File: src/rtl/flash_prog_ctrl.sv
module flash_prog_ctrl #(
  parameter int AW = 18,
  parameter int DW = 16,
  parameter int CW = 16,
  parameter int POLL_LIMIT = 64
) (
  input  logic          clk,
  input  logic          rst_n,
  input  logic          start,
  input  logic [AW-1:0] start_addr,
  input  logic [CW-1:0] word_count,
  output logic          data_req,
  input  logic [DW-1:0] data_in,
  output logic [AW-1:0] fl_addr,
  output logic [DW-1:0] fl_dq_out,
  output logic          fl_dq_oe,
  input  logic [DW-1:0] fl_dq_in,
  output logic          fl_ce_n,
  output logic          fl_we_n,
  output logic          fl_oe_n,
  output logic          done,
  output logic          error
);
  localparam int PW = $clog2(POLL_LIMIT + 1);
  localparam logic [AW-1:0] UNLK_A = AW'(12'h555);
  localparam logic [AW-1:0] UNLK_B = AW'(12'h2AA);

  typedef enum logic [2:0] {IDLE, FETCH, WRITE, POLL, RECHK, ABORT} st_t;

  st_t           st;
  logic [1:0]    step;
  logic          ph;
  logic [AW-1:0] addr_q;
  logic [CW-1:0] left_q;
  logic [DW-1:0] data_q;
  logic [PW-1:0] pc;
  logic          done_q, err_q;

  wire writing = (st == WRITE) || (st == ABORT);
  wire reading = (st == POLL) || (st == RECHK);
  wire hit     = fl_dq_in[7] == data_q[7];
  wire last    = left_q == CW'(1);

  assign data_req = st == FETCH;
  assign fl_ce_n  = !(writing || reading);
  assign fl_we_n  = !(writing && !ph);
  assign fl_oe_n  = !reading;
  assign fl_dq_oe = writing;
  assign done     = done_q;
  assign error    = err_q;

  always_comb begin
    fl_addr   = addr_q;
    fl_dq_out = data_q;
    if (st == ABORT) fl_dq_out = DW'(8'hF0);
    else if (st == WRITE) begin
      case (step)
        2'd0: begin fl_addr = UNLK_A; fl_dq_out = DW'(8'hAA); end
        2'd1: begin fl_addr = UNLK_B; fl_dq_out = DW'(8'h55); end
        2'd2: begin fl_addr = UNLK_A; fl_dq_out = DW'(8'hA0); end
        default: ;
      endcase
    end
  end

  always_ff @(posedge clk or negedge rst_n) begin
    if (!rst_n) begin
      st     <= IDLE;
      step   <= '0;
      ph     <= 1'b0;
      addr_q <= '0;
      left_q <= '0;
      data_q <= '0;
      pc     <= '0;
      done_q <= 1'b0;
      err_q  <= 1'b0;
    end else begin
      case (st)
        IDLE: if (start) begin
          done_q <= word_count == '0;
          err_q  <= 1'b0;
          addr_q <= start_addr;
          left_q <= word_count;
          if (word_count != '0) st <= FETCH;
        end
        FETCH: begin
          data_q <= data_in;
          step   <= '0;
          ph     <= 1'b0;
          st     <= WRITE;
        end
        WRITE: begin
          ph <= !ph;
          if (ph) begin
            if (step == 2'd3) begin
              st <= POLL;
              pc <= '0;
            end else step <= step + 2'd1;
          end
        end
        POLL, RECHK: begin
          if (hit) begin
            if (last) begin
              st     <= IDLE;
              done_q <= 1'b1;
            end else begin
              st     <= FETCH;
              addr_q <= addr_q + AW'(1);
              left_q <= left_q - CW'(1);
            end
          end else if (st == POLL && fl_dq_in[5]) begin
            st <= RECHK;
          end else if (st == RECHK || pc == PW'(POLL_LIMIT - 1)) begin
            st <= ABORT;
            ph <= 1'b0;
          end else begin
            pc <= pc + PW'(1);
          end
        end
        ABORT: begin
          ph <= 1'b1;
          if (ph) begin
            st    <= IDLE;
            err_q <= 1'b1;
          end
        end
        default: st <= IDLE;
      endcase
    end
  end
endmodule

File: config.mk
export PLATFORM = sky130hd
export DESIGN_NAME = flash_prog_ctrl
export DESIGN_NICKNAME = d
export VERILOG_FILES = /design/src/rtl/flash_prog_ctrl.sv
export SDC_FILE = /design/constraint.sdc
export NUM_CORES = 1
export LEC_CHECK = 0
export BUFFER_PORTS_ARGS = -buffer_cell sky130_fd_sc_hd__clkbuf_2
export CORE_MARGIN = 2
export CORE_UTILIZATION = 55
export DETAILED_ROUTE_END_ITERATION = 10
export GPL_TIMING_DRIVEN = 0
export PLACE_DENSITY = 0.78
export SETUP_SLACK_MARGIN = 0.1
export SLEW_MARGIN = 20
export SYNTH_ARGS = -nofsm -noshare
export SYNTH_HDL_FRONTEND = slang
export SYNTH_SLANG_ARGS = --single-unit
File: constraint.sdc
create_clock -name clk -period 6.2 [get_ports clk]
set_input_delay 0.62 -clock clk [delete_from_list [all_inputs] [get_ports clk]]
set_output_delay 0.62 -clock clk [all_outputs]
set_load 0.01 [all_outputs]
==> metrics.txt <==
# TYPE chip_impl_metric gauge
chip_impl_info{name="run_status",value="completed"} 1
chip_impl_metric{name="drtPass1Iterations",unit=""} 7
chip_impl_metric{name="route.met3.wl",unit="mm"} 1.13
chip_impl_metric{name="combinational_share_of_power",unit=""} 0.572
chip_impl_metric{name="peakVddDrop",unit="uV"} 319
chip_impl_metric{name="routedWlPerCell",unit="um"} 18.6
chip_impl_metric{name="holdBufCountCts",unit=""} 0
chip_impl_metric{name="h-tree-depth",unit=""} 3
chip_impl_metric{name="grt_first_pass_wirelength",unit="mm"} 22.5
chip_impl_metric{name="reg2regPathDepth",unit=""} 6
chip_impl_metric{name="die_w",unit="um"} 94.3
chip_impl_metric{name="drc",unit=""} 0
chip_impl_metric{name="intPower",unit="W"} 0.00154
chip_impl_metric{name="placeableCoreArea",unit="sq um"} 7810
chip_impl_metric{name="p_switching",unit="W"} 0.00144
chip_impl_metric{name="yosys_warnings",unit=""} 0
chip_impl_metric{name="fillers",unit=""} 679
chip_impl_metric{name="critPathArrivalTime",unit="ns"} 2.53
chip_impl_metric{name="globalRoute.totalOverflow",unit=""} 0
chip_impl_metric{name="gpl.final_weighted_congestion",unit=""} 0.981
chip_impl_metric{name="synth_area_per_cell",unit="sq um"} 8.52
chip_impl_info{name="crit_path_start_kind",value="flop"} 1
chip_impl_metric{name="synth-seq-cells",unit=""} 65
chip_impl_info{name="clock_tree_from_tritoncts",value="yes"} 1
chip_impl_metric{name="postSynth.asyncResetShare",unit=""} 1.00
chip_impl_metric{name="synth_mux_area_frac",unit=""} 0.00754
chip_impl_metric{name="via_count_of_the_first_global_routing_pass",unit=""} 4491
chip_impl_metric{name="synthCells",unit=""} 526
chip_impl_metric{name="dpl_cell_area",unit="sq um"} 5110
chip_impl_metric{name="pwr-share-seq",unit=""} 0.286
chip_impl_metric{name="clk_latency",unit="ns"} 0.35
chip_impl_metric{name="relative_slew_slack",unit=""} 0.213
chip_impl_metric{name="max_freq",unit="MHz"} 318
chip_impl_info{name="cts.root.buffer_cell",value="clkbuf_8"} 1
chip_impl_metric{name="floorplan.initialDensity",unit=""} 0.574
chip_impl_metric{name="required",unit="ns"} 5.58
chip_impl_metric{name="setup_viol",unit=""} 0
chip_impl_metric{name="detail_route.wirelength.met1",unit="mm"} 5.73
chip_impl_metric{name="final.period_utilization",unit=""} 0.508
chip_impl_info{name="endpoint_kind",value="primary output"} 1
chip_impl_metric{name="synth_sequential_area_ratio",unit=""} 0.363
chip_impl_metric{name="cts_sinks",unit=""} 65
chip_impl_metric{name="route.met2.wl",unit="mm"} 6.67
chip_impl_metric{name="areaGrowthSynthToFinish",unit="%"} 19.0
chip_impl_metric{name="synth_edf_count",unit=""} 0
chip_impl_metric{name="synth_compound_area_frac",unit=""} 0.256
chip_impl_metric{name="p_clk_frac",unit=""} 0.142
chip_impl_metric{name="hold_viol",unit=""} 0
chip_impl_metric{name="tritoncts_buffer_count",unit=""} 9
chip_impl_metric{name="final-max-slew-violation-count",unit=""} 0
chip_impl_metric{name="switching_share",unit=""} 0.484
chip_impl_metric{name="setup_total_negative_slack",unit="ns"} 0
chip_impl_metric{name="antenna_left",unit=""} 0
chip_impl_metric{name="mappedNetlistArea",unit="sq um"} 4480
chip_impl_metric{name="synth.distinct_cells",unit=""} 78
chip_impl_metric{name="shortest_clock_period_the_worst_path_allows_after_layout",unit="ns"} 3.15
chip_impl_metric{name="die_h",unit="um"} 94.3
chip_impl_metric{name="route.vias.total",unit=""} 4750
chip_impl_metric{name="finalClockSkew",unit="ns"} 0.0110
chip_impl_metric{name="postLayoutCellArea",unit="sq um"} 5330
chip_impl_metric{name="power_density",unit="nW/um^2"} 558
chip_impl_info{name="r2r_start",value="left_q[10]"} 1
chip_impl_info{name="worstSetupPathType",value="reg -> out"} 1
chip_impl_metric{name="fp-row-count",unit=""} 32
chip_impl_info{name="r2r-end",value="left_q[3]"} 1
chip_impl_metric{name="num_io_pins",unit=""} 110
chip_impl_metric{name="grt_max_degree",unit=""} 36
chip_impl_metric{name="synthAdderAreaFrac",unit=""} 0.0223
chip_impl_metric{name="post_route_cells_drive_above_1_share",unit=""} 0.246
chip_impl_info{name="combinational_family_with_the_most_area_after_synthesis",value="simple AND/OR/NAND/NOR gates"} 1
chip_impl_info{name="worstHoldPathType",value="in -> async"} 1
chip_impl_metric{name="synth.net_count",unit=""} 603
chip_impl_metric{name="detailedRoute.firstIterationViolations",unit=""} 454
chip_impl_metric{name="finalNetCount",unit=""} 710
chip_impl_metric{name="post-cts-setup-buffers",unit=""} 0
chip_impl_metric{name="detail_route.wirelength",unit="mm"} 13.8
chip_impl_metric{name="critPathMaxFanout",unit=""} 10
chip_impl_info{name="maxUsedRoutingLayer",value="met4"} 1
chip_impl_metric{name="clk_pin_slew_worst_paths",unit="ns"} 0.07
chip_impl_metric{name="vias_per_inst",unit=""} 6.42
chip_impl_metric{name="yosys.area_share.xor_xnor",unit=""} 0.00782
chip_impl_metric{name="num_antenna_cells",unit=""} 0
chip_impl_metric{name="port_buffers",unit=""} 95
chip_impl_metric{name="overall_die_area",unit="sq um"} 8880
chip_impl_metric{name="cts_max_path_buffers",unit=""} 2
chip_impl_metric{name="hpwlAfterDp",unit="mm"} 9.99
chip_impl_metric{name="grt_usage",unit=""} 0.323
chip_impl_metric{name="initial_antenna_violation_count",unit=""} 0
chip_impl_metric{name="power.leakage",unit="nW"} 2.44
chip_impl_metric{name="synthSimpleGateAreaFrac",unit=""} 0.287
chip_impl_metric{name="timing.reg2reg.setup_slack",unit="ns"} 3.83
chip_impl_metric{name="drv.max_cap_violation_count",unit=""} 0
chip_impl_metric{name="postCtsResizedCells",unit=""} 0
chip_impl_info{name="rsz0062_at_grt",value="false"} 1
chip_impl_info{name="synth_flop_cell",value="dfrtp_1"} 1
chip_impl_metric{name="worst-slew-pin-transition",unit="ns"} 1.18
[through the flow]
step | cells | worst slack, ns | total power, W | hold slack [ns] | util
6_report | 740 | 3.05 | 0.00297 | 0.248 | 0.683
5_1_grt | 740 | 2.81 | 0.00320 | 0.276 | 0.683
4_1_cts | 740 | 3.03 | 0.00295 | 0.258 | 0.683
3_5_place_dp | 724 | 3.38 | 0.00252 | 0.456 | 0.654
3_3_place_gp | 723 | 3.41 | 0.00247 | 0.449 | 0.651
2_1_floorplan | 526 | 3.81 | 0.00197 | 0.324 | -
[worst max-delay path by stage]
stage            start      endpoint  slack (ns)
3_3_place_gp   step[0]  fl_dq_out[1]        3.41
5_1_grt          st[0]  fl_dq_out[0]        2.81
4_1_cts        step[0]  fl_dq_out[7]        3.03
2_1_floorplan    st[0]  fl_dq_out[7]        3.81
3_5_place_dp   step[0]  fl_dq_out[1]        3.38
6_report       step[0]  fl_dq_out[1]        3.05
[per-layer routing]
layer / vias up / global-route usage
met4: 0 / 0.0918
li1: 2194 / -
met2: 248 / 0.530
met1: 2284 / 0.441
met3: 24 / 0.0546
met5: - / 0
[layout make-up]
type                       count  area [sq um]  area share
timing repair buffer          96           498      0.0934
tap                          102           128      0.0239
inverter                      10          37.5     0.00704
buffer                        39           214      0.0401
multi-input combinational    412          2600       0.488
clock inverter                 6          90.1      0.0169
clock buffer                  10           138      0.0258
sequential                    65          1630       0.305
[sequential cells by signal (all words and copies together), names as in the netlist]
register / flops
left_q: 16
ph: 1
st: 3
addr_q: 18
error: 1
step: 2
data_q: 16
pc: 7
done: 1
[kinds of logic (layout without fill, tap and decap cells)]
kind of cell             count (synthesis)  in the layout
AND/OR/NAND/NOR                        251            251
AO/OA/AOI/OAI                          146            146
flip-flops                              65             65
buffers and inverters                   49            161
adder cells (fa/ha/maj)                  8              8
XOR/XNOR                                 4              4
multiplexers                             3              3
[power by group through the flow]
| stage | Clock (W) | Combinational [W] | Sequential, W |
|---|---|---|---|
| final | 0.000422 | 0.00170 | 0.000851 |
| after global routing | 0.000442 | 0.00188 | 0.000881 |
| after global placement | 0 | 0.00163 | 0.000838 |
| after detailed placement | 0 | 0.00167 | 0.000846 |
| after floorplan | 0 | 0.00118 | 0.000791 |
| after CTS | 0.000423 | 0.00168 | 0.000842 |
[worst max-delay path, cell delays in order, from the launching register on]
cell and delay [ns]:
dfrtp_1 0.43, ha_1 0.27, nor4b_2 0.79, buf_4 0.31, nand2_1 0.09, a21oi_1 0.14
clkbuf_2 0.15
[cells in the final DEF (no fill, tap or decap), types with 6 or more instances in the layout]
cell,synthesis,layout
a211oi_1,12,12
a21oi_1,29,29
a22oi_1,9,9
and3_1,16,16
buf_2,11,11
buf_4,6,6
clkbuf_1,16,16
clkbuf_2,1,95
clkbuf_8,0,10
dfrtp_1,65,65
ha_1,8,8
inv_1,8,8
nand2_1,104,104
nand3_1,26,26
nor2_1,29,29
nor2b_1,9,9
nor3_1,12,12
nor4_1,10,10
o211ai_1,9,9
o21ai_0,10,10
o221ai_1,22,22
o311ai_0,6,6
or3_1,6,6
[cells in the mapped netlist, drive strengths merged, types with 5 or more instances]
library cell,count,area share
nand3,26,0.029
a211oi,12,0.020
o311ai,6,0.012
nor2,29,0.024
ha,8,0.022
nor2b,9,0.013
or3,6,0.0084
a22oi,9,0.015
nand2b,5,0.0070
dfrtp,65,0.36
o21ai,12,0.014
nand2,106,0.091
nand3b,6,0.011
clkbuf,17,0.015
o221ai,25,0.053
a21oi,31,0.038
o211ai,9,0.015
nor4,12,0.022
nor3,13,0.016
buf,22,0.033
a221oi,5,0.0098
and3,16,0.022
inv,9,0.0075
Note: power is estimated with default switching activity, not from simulation.
